File: config.mk
export PLATFORM = sky130hd
export DESIGN_NAME = nandbus_seq
export DESIGN_NICKNAME = d
export VERILOG_FILES = /design/src/rtl/nbs_pkg.sv /design/src/rtl/nbs_timer.sv /design/src/rtl/nbs_rdbuf.sv /design/src/rtl/nandbus_seq.sv
export SDC_FILE = /design/constraint.sdc
export NUM_CORES = 1
export LEC_CHECK = 0
export ABC_AREA = 0
export BUFFER_PORTS_ARGS = -buffer_cell sky130_fd_sc_hd__buf_2
export CORE_MARGIN = 1
export CORE_UTILIZATION = 40
export CTS_CLUSTER_SIZE = 30
export DETAILED_ROUTE_END_ITERATION = 10
export SYNTH_ARGS = -nofsm -noshare
export SYNTH_HDL_FRONTEND = slang
export SYNTH_SLANG_ARGS = --single-unit
File: constraint.sdc
create_clock -name clk -period 4.02 [get_ports clk]
set_clock_uncertainty 0.1 [all_clocks]
set_input_delay 0.603 -clock clk [delete_from_list [all_inputs] [get_ports clk]]
set_output_delay 0.603 -clock clk [all_outputs]
set_load 0.02 [all_outputs]
File: src/rtl/nbs_pkg.sv
package nbs_pkg;

    typedef enum logic [1:0] {
        OP_CMD   = 2'd0,
        OP_ADDR  = 2'd1,
        OP_WRITE = 2'd2,
        OP_READ  = 2'd3
    } nbs_op_e;

    typedef enum logic [2:0] {
        ST_IDLE,
        ST_LOAD,
        ST_LOW,
        ST_HIGH,
        ST_FIN
    } nbs_state_e;

    typedef struct packed {
        logic       ce_n;
        logic       cle;
        logic       ale;
        logic       we_n;
        logic       re_n;
        logic       oe;
        logic [7:0] dq;
    } nbs_pins_t;

    localparam int NBS_ADDR_CYCLES    = 5;
    localparam int NBS_SLOW_PERIOD_PS = 30000;

    // strobe phases never shorter than two clocks
    function automatic int nbs_min2(input int v);
        return (v < 2) ? 2 : v;
    endfunction

    function automatic nbs_pins_t nbs_idle_pins();
        nbs_pins_t p;
        p.ce_n = 1'b1;
        p.cle  = 1'b0;
        p.ale  = 1'b0;
        p.we_n = 1'b1;
        p.re_n = 1'b1;
        p.oe   = 1'b0;
        p.dq   = 8'h00;
        return p;
    endfunction

endpackage

File: src/rtl/nbs_timer.sv
module nbs_timer #(
    parameter int CW = 4
) (
    input  logic          clk,
    input  logic          rst,
    input  logic          load,
    input  logic [CW-1:0] span,
    output logic          expire
);
    logic [CW-1:0] cnt;

    always_ff @(posedge clk) begin
        if (rst)
            cnt <= '0;
        else if (load)
            cnt <= span - CW'(1);
        else if (cnt != '0)
            cnt <= cnt - CW'(1);
    end

    assign expire = (cnt == '0);


    span_min_chk: assert property (@(posedge clk) disable iff (rst)
        load |=> !expire);
endmodule

File: src/rtl/nbs_rdbuf.sv
module nbs_rdbuf (
    input  logic       clk,
    input  logic       rst,
    input  logic       cap,
    input  logic [7:0] cap_byte,
    input  logic       rd_ready,
    output logic       rd_valid,
    output logic [7:0] rd_byte
);
    logic       valid_q;
    logic [7:0] byte_q;

    always_ff @(posedge clk) begin
        if (rst) begin
            valid_q <= 1'b0;
            byte_q  <= 8'h00;
        end else if (cap) begin
            valid_q <= 1'b1;
            byte_q  <= cap_byte;
        end else if (rd_ready) begin
            valid_q <= 1'b0;
        end
    end

    assign rd_valid = valid_q;
    assign rd_byte  = byte_q;


    no_overrun_chk: assert property (@(posedge clk) disable iff (rst)
        cap |-> !valid_q);

    rd_hold_chk: assert property (@(posedge clk) disable iff (rst)
        (rd_valid && !rd_ready) |=> (rd_valid && $stable(rd_byte)));
endmodule

File: src/rtl/nandbus_seq.sv
module nandbus_seq
    import nbs_pkg::*;
#(
    parameter int CLK_PS = 4000,
    parameter int WE_LO  = 3,
    parameter int WE_HI  = 2,
    parameter int RE_LO  = 4,
    parameter int RE_HI  = 4,
    parameter int LEN_W  = 8
) (
    input  logic             clk,
    input  logic             rst,
    input  logic             req_valid,
    output logic             req_ready,
    input  logic [1:0]       req_op,
    input  logic [7:0]       req_byte,
    input  logic [39:0]      req_addr,
    input  logic [LEN_W-1:0] req_len,
    input  logic             wr_valid,
    output logic             wr_ready,
    input  logic [7:0]       wr_byte,
    output logic             rd_valid,
    input  logic             rd_ready,
    output logic [7:0]       rd_byte,
    output logic             done,
    input  logic             nand_rdy,
    output logic             nand_ce_n,
    output logic             nand_cle,
    output logic             nand_ale,
    output logic             nand_we_n,
    output logic             nand_re_n,
    output logic             nand_dq_oe,
    output logic [7:0]       nand_dq_out,
    input  logic [7:0]       nand_dq_in
);
    localparam int WL_E  = nbs_min2(WE_LO);
    localparam int WH_E  = nbs_min2(WE_HI);
    localparam int RL_E  = nbs_min2(RE_LO);
    localparam int RH_E  = nbs_min2(RE_HI);
    localparam int TM_W  = (WL_E > WH_E) ? WL_E : WH_E;
    localparam int TM_R  = (RL_E > RH_E) ? RL_E : RH_E;
    localparam int TMAX  = (TM_W > TM_R) ? TM_W : TM_R;
    localparam int TW    = $clog2(TMAX + 1);
    localparam int RD_PERIOD_PS = (RL_E + RH_E) * CLK_PS;
    localparam bit SLOW_CAP     = (RD_PERIOD_PS > NBS_SLOW_PERIOD_PS);

    nbs_state_e        st, st_nxt;
    nbs_op_e           op_q;
    nbs_op_e           req_op_e;
    logic [LEN_W-1:0]  left_q;
    logic [39:0]       ash_q;
    logic [7:0]        cmd_q;
    nbs_pins_t         pin_q;
    logic              done_q;
    logic              is_rd;
    logic              last_byte;
    logic              accept;
    logic              go;
    logic              tmr_load;
    logic [TW-1:0]     tmr_span;
    logic              tmr_exp;
    logic              cap;
    logic              rd_valid_w;

    assign req_op_e  = nbs_op_e'(req_op);
    assign is_rd     = (op_q == OP_READ);
    assign last_byte = (left_q == LEN_W'(1));
    assign req_ready = (st == ST_IDLE) && nand_rdy;
    assign accept    = req_ready && req_valid;
    assign wr_ready  = (st == ST_LOAD) && (op_q == OP_WRITE);

    always_comb begin
        st_nxt   = st;
        tmr_load = 1'b0;
        tmr_span = is_rd ? TW'(RL_E) : TW'(WL_E);
        go       = 1'b0;
        case (st)
            ST_IDLE: begin
                if (accept)
                    st_nxt = (req_op[1] && req_len == '0) ? ST_FIN : ST_LOAD;
            end
            ST_LOAD: begin
                case (op_q)
                    OP_WRITE: go = wr_valid;
                    OP_READ:  go = !rd_valid_w;
                    default:  go = 1'b1;
                endcase
                if (go) begin
                    st_nxt   = ST_LOW;
                    tmr_load = 1'b1;
                end
            end
            ST_LOW: begin
                if (tmr_exp) begin
                    st_nxt   = ST_HIGH;
                    tmr_load = 1'b1;
                    tmr_span = is_rd ? TW'(RH_E) : TW'(WH_E);
                end
            end
            ST_HIGH: begin
                if (tmr_exp)
                    st_nxt = last_byte ? ST_IDLE : ST_LOAD;
            end
            ST_FIN:  st_nxt = ST_IDLE;
            default: st_nxt = ST_IDLE;
        endcase
    end

    always_ff @(posedge clk) begin
        if (rst) begin
            st     <= ST_IDLE;
            op_q   <= OP_CMD;
            left_q <= '0;
            ash_q  <= '0;
            cmd_q  <= 8'h00;
            pin_q  <= nbs_idle_pins();
            done_q <= 1'b0;
        end else begin
            st     <= st_nxt;
            done_q <= 1'b0;
            case (st)
                ST_IDLE: begin
                    if (accept) begin
                        op_q       <= req_op_e;
                        cmd_q      <= req_byte;
                        ash_q      <= req_addr;
                        left_q     <= (req_op_e == OP_CMD)  ? LEN_W'(1) :
                                      (req_op_e == OP_ADDR) ? LEN_W'(NBS_ADDR_CYCLES) :
                                      req_len;
                        pin_q.ce_n <= 1'b0;
                        pin_q.cle  <= (req_op_e == OP_CMD);
                        pin_q.ale  <= (req_op_e == OP_ADDR);
                        pin_q.oe   <= (req_op_e != OP_READ);
                    end
                end
                ST_LOAD: begin
                    if (go) begin
                        pin_q.we_n <= is_rd;
                        pin_q.re_n <= !is_rd;
                        case (op_q)
                            OP_WRITE: pin_q.dq <= wr_byte;
                            OP_ADDR:  pin_q.dq <= ash_q[7:0];
                            OP_CMD:   pin_q.dq <= cmd_q;
                            default:  pin_q.dq <= pin_q.dq;
                        endcase
                    end
                end
                ST_LOW: begin
                    if (tmr_exp) begin
                        pin_q.we_n <= 1'b1;
                        pin_q.re_n <= 1'b1;
                    end
                end
                ST_HIGH: begin
                    if (tmr_exp) begin
                        left_q <= left_q - LEN_W'(1);
                        ash_q  <= ash_q >> 8;
                        if (last_byte) begin
                            pin_q  <= nbs_idle_pins();
                            done_q <= 1'b1;
                        end
                    end
                end
                ST_FIN: begin
                    pin_q  <= nbs_idle_pins();
                    done_q <= 1'b1;
                end
                default: ;
            endcase
        end
    end

    nbs_timer #(.CW(TW)) u_timer (
        .clk    (clk),
        .rst    (rst),
        .load   (tmr_load),
        .span   (tmr_span),
        .expire (tmr_exp)
    );

    generate
        if (SLOW_CAP) begin : g_cap_rise
            assign cap = (st == ST_LOW) && tmr_exp && is_rd;
        end else begin : g_cap_late
            assign cap = (st == ST_HIGH) && tmr_exp && is_rd;
        end
    endgenerate

    nbs_rdbuf u_rdbuf (
        .clk      (clk),
        .rst      (rst),
        .cap      (cap),
        .cap_byte (nand_dq_in),
        .rd_ready (rd_ready),
        .rd_valid (rd_valid_w),
        .rd_byte  (rd_byte)
    );

    assign rd_valid    = rd_valid_w;
    assign done        = done_q;
    assign nand_ce_n   = pin_q.ce_n;
    assign nand_cle    = pin_q.cle;
    assign nand_ale    = pin_q.ale;
    assign nand_we_n   = pin_q.we_n;
    assign nand_re_n   = pin_q.re_n;
    assign nand_dq_oe  = pin_q.oe;
    assign nand_dq_out = pin_q.dq;


    latch_excl_chk: assert property (@(posedge clk) disable iff (rst)
        !(nand_cle && nand_ale));

    strobe_excl_chk: assert property (@(posedge clk) disable iff (rst)
        nand_we_n || nand_re_n);

    rd_release_chk: assert property (@(posedge clk) disable iff (rst)
        !nand_re_n |-> !nand_dq_oe);

    we_lo_min_chk: assert property (@(posedge clk) disable iff (rst)
        $fell(nand_we_n) |=> !nand_we_n);

    re_lo_min_chk: assert property (@(posedge clk) disable iff (rst)
        $fell(nand_re_n) |=> !nand_re_n);

    we_hi_min_chk: assert property (@(posedge clk) disable iff (rst)
        $rose(nand_we_n) |=> nand_we_n);

    idle_pins_chk: assert property (@(posedge clk) disable iff (rst)
        nand_ce_n |-> (nand_we_n && nand_re_n && !nand_cle && !nand_ale && !nand_dq_oe));

    done_quiet_chk: assert property (@(posedge clk) disable iff (rst)
        done |-> (nand_we_n && nand_re_n));

    done_single_chk: assert property (@(posedge clk) disable iff (rst)
        done |=> !done);

    busy_hold_chk: assert property (@(posedge clk) disable iff (rst)
        !nand_rdy |-> !req_ready);

    wr_stall_chk: assert property (@(posedge clk) disable iff (rst)
        (wr_ready && !wr_valid) |=> nand_we_n);
endmodule

Yosys cells after proc, flatten, opt, wreduce, memory -nomap -nowiden
Index checks and enable logic that the tools add are counted.

word-level totals
  register bits = 88
  input port bits = 80
  output and inout port bits = 26

cells by class
  $add $sub $neg = 3
  eq/ne operators = 17
  muxes and demuxes = 44
  reductions and logical operators = 26

operators with widths
  operator               number
  $mux W40               2
  $pmux W40 S2           1
  $pmux W8 S3            2
  $mux W8                5
  $mux W3                12
  $mux W14               2
  $pmux W8 S2            1
  $ne A2 B2 Y1 const B   6
  $pmux W3 S4            1
  $mux W1                10
  $reduce_and A5 Y1      2
  $pmux W3 S3            1
  $reduce_bool A3 Y1     3
  $eq A8 B1 Y1 const B   1
  $logic_not A8 Y1       1
  $pmux W2 S4            1
  $reduce_and A4 Y1      2
  $sub A8 B1 Y8 const B  1
  $eq A3 B2 Y1 const B   2
  $logic_and A1 B1 Y1    6
  $logic_not A3 Y1       2
  $pmux W1 S2            3
  $reduce_bool A2 Y1     3
  $sub A3 B1 Y3 const B  2
  other kinds (13)       18

Longest topological paths before layout
  depth in word-level cells = 6
  gate-level depth with buffers = 9
  gate-level depth less buffers = 8

Cells and area by module
Synthesis repeated with hierarchy kept, for this count alone.

unflattened totals
  cells, all modules = 522
  area, all modules = 4136.5 sq um

by module, submodules not included
  module       instances  cells each  area an instance (sq um)  seq. area each (sq um)
  nandbus_seq  1          477         3651.0                    1521.5
  nbs_rdbuf    1          30          321.6                     180.2
  nbs_timer    1          15          163.9                     60.1

Least setup slack after synthesis
Ideal clock, no wire load.

  kind = flip-flop to output port
  start = register op_q[1]
  end = output wr_ready
  data arrival time = 1.534 ns
  required time = 3.317 ns
  setup slack = 1.783 ns
  cell stages (with the launch flop) = 4
  path buffers = 2
  cells stage by stage = dfxtp_1 -> clkbuf_1 -> clkbuf_1 -> nor3b_1

on the way
  cells in the longest elaborated chain, start to end = 2

RTL lines
  item                      RTL line            source
  start: declaration        nandbus_seq.sv:48   nbs_op_e op_q;
  start signal: assignment  nandbus_seq.sv:124  op_q <= req_op_e;
  $eq A2 B2 Y1              nandbus_seq.sv:70   assign wr_ready = (st == ST_LOAD) && (op_q == OP_WRITE);
  $logic_and A1 B1 Y1       nandbus_seq.sv:70
  end: declaration          nandbus_seq.sv:20   output logic wr_ready,

Every way passes these cells.

Worst setup path after layout
  start = register st[0]
  end = output wr_ready

on the way
  cells in the longest elaborated chain, start to end = 2

RTL lines
  item                      RTL line            source
  start: declaration        nandbus_seq.sv:47   nbs_state_e st, st_nxt;
  start signal: assignment  nandbus_seq.sv:119  st <= st_nxt;
  $eq A3 B1 Y1              nandbus_seq.sv:70
  $logic_and A1 B1 Y1       nandbus_seq.sv:70

Every way passes these cells.

==> results by group <==
Timing
  • Least-Margin Pin Slew: 0.973 ns
  • Final setup violation count: 0
  • F_max: 0.390 GHz
  • Final Hold Fails: 0
  • Shortest clock period the worst path allows after layout: 2.56 ns
  • Total count of max-transition violations in the final report: 0
  • Post-route fraction of the period consumed by the critical path: 63.8%
  • Worst slew margin: 34.9%
  • Setup repair after global routing missed its margin: no
  • Setup_tns: 0 ns

Floorplanning
  • I/O pin total: 106
  • Site row count: 36
  • Effective utilization at floorplan: 41.8%
  • Core Area: 9860 µm²
  • Overall die width: 104 µm
  • Chip Height: 104 µm
  • Die area: 10700 µm²

Setup path
  • WP data required: 3.32 ns
  • Worst R2R Setup Slack: 1.54 ns
  • Highest net fanout along the worst path: 13
  • Reg-to-Reg Start: st[2]
  • WP data arrival: 1.86 ns
  • Worst r2r dst: left_q[6]
  • Type of the setup path with the least slack: flip-flop to output port
  • Critical path startpoint: st[0]
  • Crit path capture type: output port
  • Launching element type of the critical path: flip-flop
  • Register-to-Register Path Depth: 5

Routing
  • Remaining antenna violation count: 0
  • TritonRoute pass-1 iters: 4
  • DRC: 0
  • First DRT Iteration DRCs: 161
  • Total routed wirelength: 10.5 mm
  • DR vias: 3922
  • Via density per instance: 5.34
  • Avg WL per Cell: 14.3 µm

Layout
  • Total number of nets in the final design: 681
  • Sequential standard cell area: 1760 µm²
  • Layout-stage area growth over the synthesis result: 18.5%
  • Number of antenna diodes: 0
  • Total area of multi-input combinational cells: 2120 µm²
  • Number of cells in the finished layout apart from fillers: 735
  • Share of layout cells above drive strength 1: 22.1%
  • Final design utilization: 49.6%
  • Fill cell total of the finished layout: 998

Synth
  • Most common cell in the netlist: sky130_fd_sc_hd__nand2_1
  • Post-synthesis area per instance: 7.96 µm²
  • Count of unique library cells instantiated by Yosys: 54
  • Synth top area cells: sky130_fd_sc_hd__dfxtp_1 (43%), sky130_fd_sc_hd__nand2_1 (11%), sky130_fd_sc_hd__a311oi_1 (7.6%), sky130_fd_sc_hd__a21oi_1 (5.2%), sky130_fd_sc_hd__nor2_1 (5.0%)
  • Post-synthesis instance area: 4120 µm²
  • Number of flip-flops and latches in the synthesized netlist: 88
  • Net count of the mapped netlist: 601
  • Part of the Yosys area used for sequential elements: 42.7%
  • Number of warning messages in the yosys log: 0
  • Synth async-reset ratio: 0%
  • Cell types with the highest counts after synthesis: sky130_fd_sc_hd__nand2_1 (116), sky130_fd_sc_hd__dfxtp_1 (88), sky130_fd_sc_hd__nor2_1 (55)
  • Number of synthesized flops with an enable pin: 0
  • Largest area contributor in the netlist: sky130_fd_sc_hd__dfxtp_1
  • Number of cells produced by synthesis: 518
  • Most used DFF post-synth: sky130_fd_sc_hd__dfxtp_1
  • Top cell type's share of synthesized area: 42.7%

Worst hold path
  • Hold Path Sink: u_rdbuf.rd_byte[1]
  • Worst Hold Path Cells: 2
  • Hold Crit Start: u_rdbuf.rd_byte[1]
  • Hold Path Class: flip-flop to flip-flop

CTS
  • Clock Path Buffers: 2
  • Clock transition at path regs: 0.09 ns
  • Count of cells resized by post-cts repair: 0
  • Hold buffer count at CTS: 0
  • CTS tree: done
  • Source-to-sink clock delay at the later pin of the worst-skew pair: 0.35 ns
  • CTS sink count: 88
  • Clock root buffer: sky130_fd_sc_hd__clkbuf_8
  • Total setup buffers inserted after CTS: 0
  • CTS HTree Levels: 3
  • TritonCTS Buffers: 9

Power
  • Post-layout total power: 0.00279 W
  • Areal power density over the cells: 571 nW/µm²
  • Leakage dissipation: 1.92 nW
  • Worst IR Drop VDD: 0.200 mV

Place
  • Routability cong.: 0.791
  • Detailed placer's ending HPWL: 7.29 mm
  • Placed cells: 720
  • Buffers added on ports: 105

Run status
  • Result of the run: finished clean

GRT
  • Maximum number of pins on one net before global-route repair: 85
  • Antenna violations before repair: 0
  • Grt total ovfl: 0
  • Wire length of the first global-routing pass: 17.5 mm
  • Number of global-route vias before repair: 3722
  • All-Layer GR Usage: 19.9%

Run
  • Max-cap violations: 0
-- routing by layer --
metal,track usage (%),up-vias,part of all wire [%]
li1,-,2008,-
met1,26.0,1792,48
met2,32.5,103,46
met3,3.21,19,4.6
met4,8.49,0,2.1
met5,0,-,0
-- worst max path at each step --
stage	slack [ns]	cells after the start	to
finish	1.46	3	wr_ready
global route	1.26	5	left_q[2]
CTS	1.44	3	wr_ready
detailed placement	1.53	5	left_q[6]
global placement	1.59	5	left_q[6]
floorplan	1.78	3	wr_ready
-- critical path, stage by stage (launching register included) --
cell                      delay [ns]
sky130_fd_sc_hd__dfxtp_1        0.59
sky130_fd_sc_hd__or3b_4         0.47
sky130_fd_sc_hd__nor3b_1        0.24
sky130_fd_sc_hd__buf_2          0.21
-- sequential cells by signal (all words and copies together) (netlist names), 2 cells and up --
signal,flops
op_q,2
cmd_q,8
nand_dq_out,8
st,3
ash_q,40
u_rdbuf.rd_byte,8
left_q,8
u_timer.cnt,3
-- area by class of cell --
class	instances	area share (%)
Clock inverter	6	1.89
Multi-Input combinational cell	374	43.5
Tap cell	133	3.40
Sequential cell	88	36.0
Clock buffer	9	2.53
Timing Repair Buffer	110	11.5
Inverter	15	1.15
-- cells in the final DEF, fill, tap and decap left out, types with 9 or more instances in the layout --
cell,Yosys,final
sky130_fd_sc_hd__a21oi_1,43,43
sky130_fd_sc_hd__a311oi_1,36,36
sky130_fd_sc_hd__a31oi_1,9,9
sky130_fd_sc_hd__buf_2,10,105
sky130_fd_sc_hd__clkbuf_8,0,9
sky130_fd_sc_hd__dfxtp_1,88,88
sky130_fd_sc_hd__inv_1,15,15
sky130_fd_sc_hd__mux2i_1,12,12
sky130_fd_sc_hd__nand2_1,116,116
sky130_fd_sc_hd__nand3_1,13,13
sky130_fd_sc_hd__nor2_1,55,55
sky130_fd_sc_hd__nor3_1,10,10
sky130_fd_sc_hd__o21ai_0,10,10
-- per-stage QoR --
step | worst slack (ns) | hold slack, ns | cell area (µm²)
after floorplan | 1.78 | 0.332 | 4120
after global placement | 1.59 | 0.336 | 4670
after detailed placement | 1.53 | 0.343 | 4670
after CTS | 1.44 | 0.354 | 4890
after global routing | 1.26 | 0.372 | 4890
final | 1.46 | 0.353 | 4890
-- cell families (layout without fill, tap and decap cells) --
| group | after synthesis | count (layout) | share of synthesized area (%) |
|---|---|---|---|
| DFF | 88 | 88 | 42.7 |
| buffers and inverters | 56 | 140 | 5.95 |
| xor gates and xnor gates | 1 | 1 | 0.212 |
| muxes | 12 | 12 | 2.91 |
| adders and majority gates | 3 | 3 | 0.910 |
| and+or+nand+nor | 226 | 226 | 24.5 |
| AOI/OAI and AO/OA | 132 | 132 | 22.8 |
-- report_power, final --
group | switching (W) | leakage (nW) | internal (W)
logic | 0.000549 | 1.10 | 0.000371
clock network | 0.000324 | 0.102 | 0.000350
registers | 0.000146 | 0.719 | 0.00105
Power figures use the tool's default switching activity.
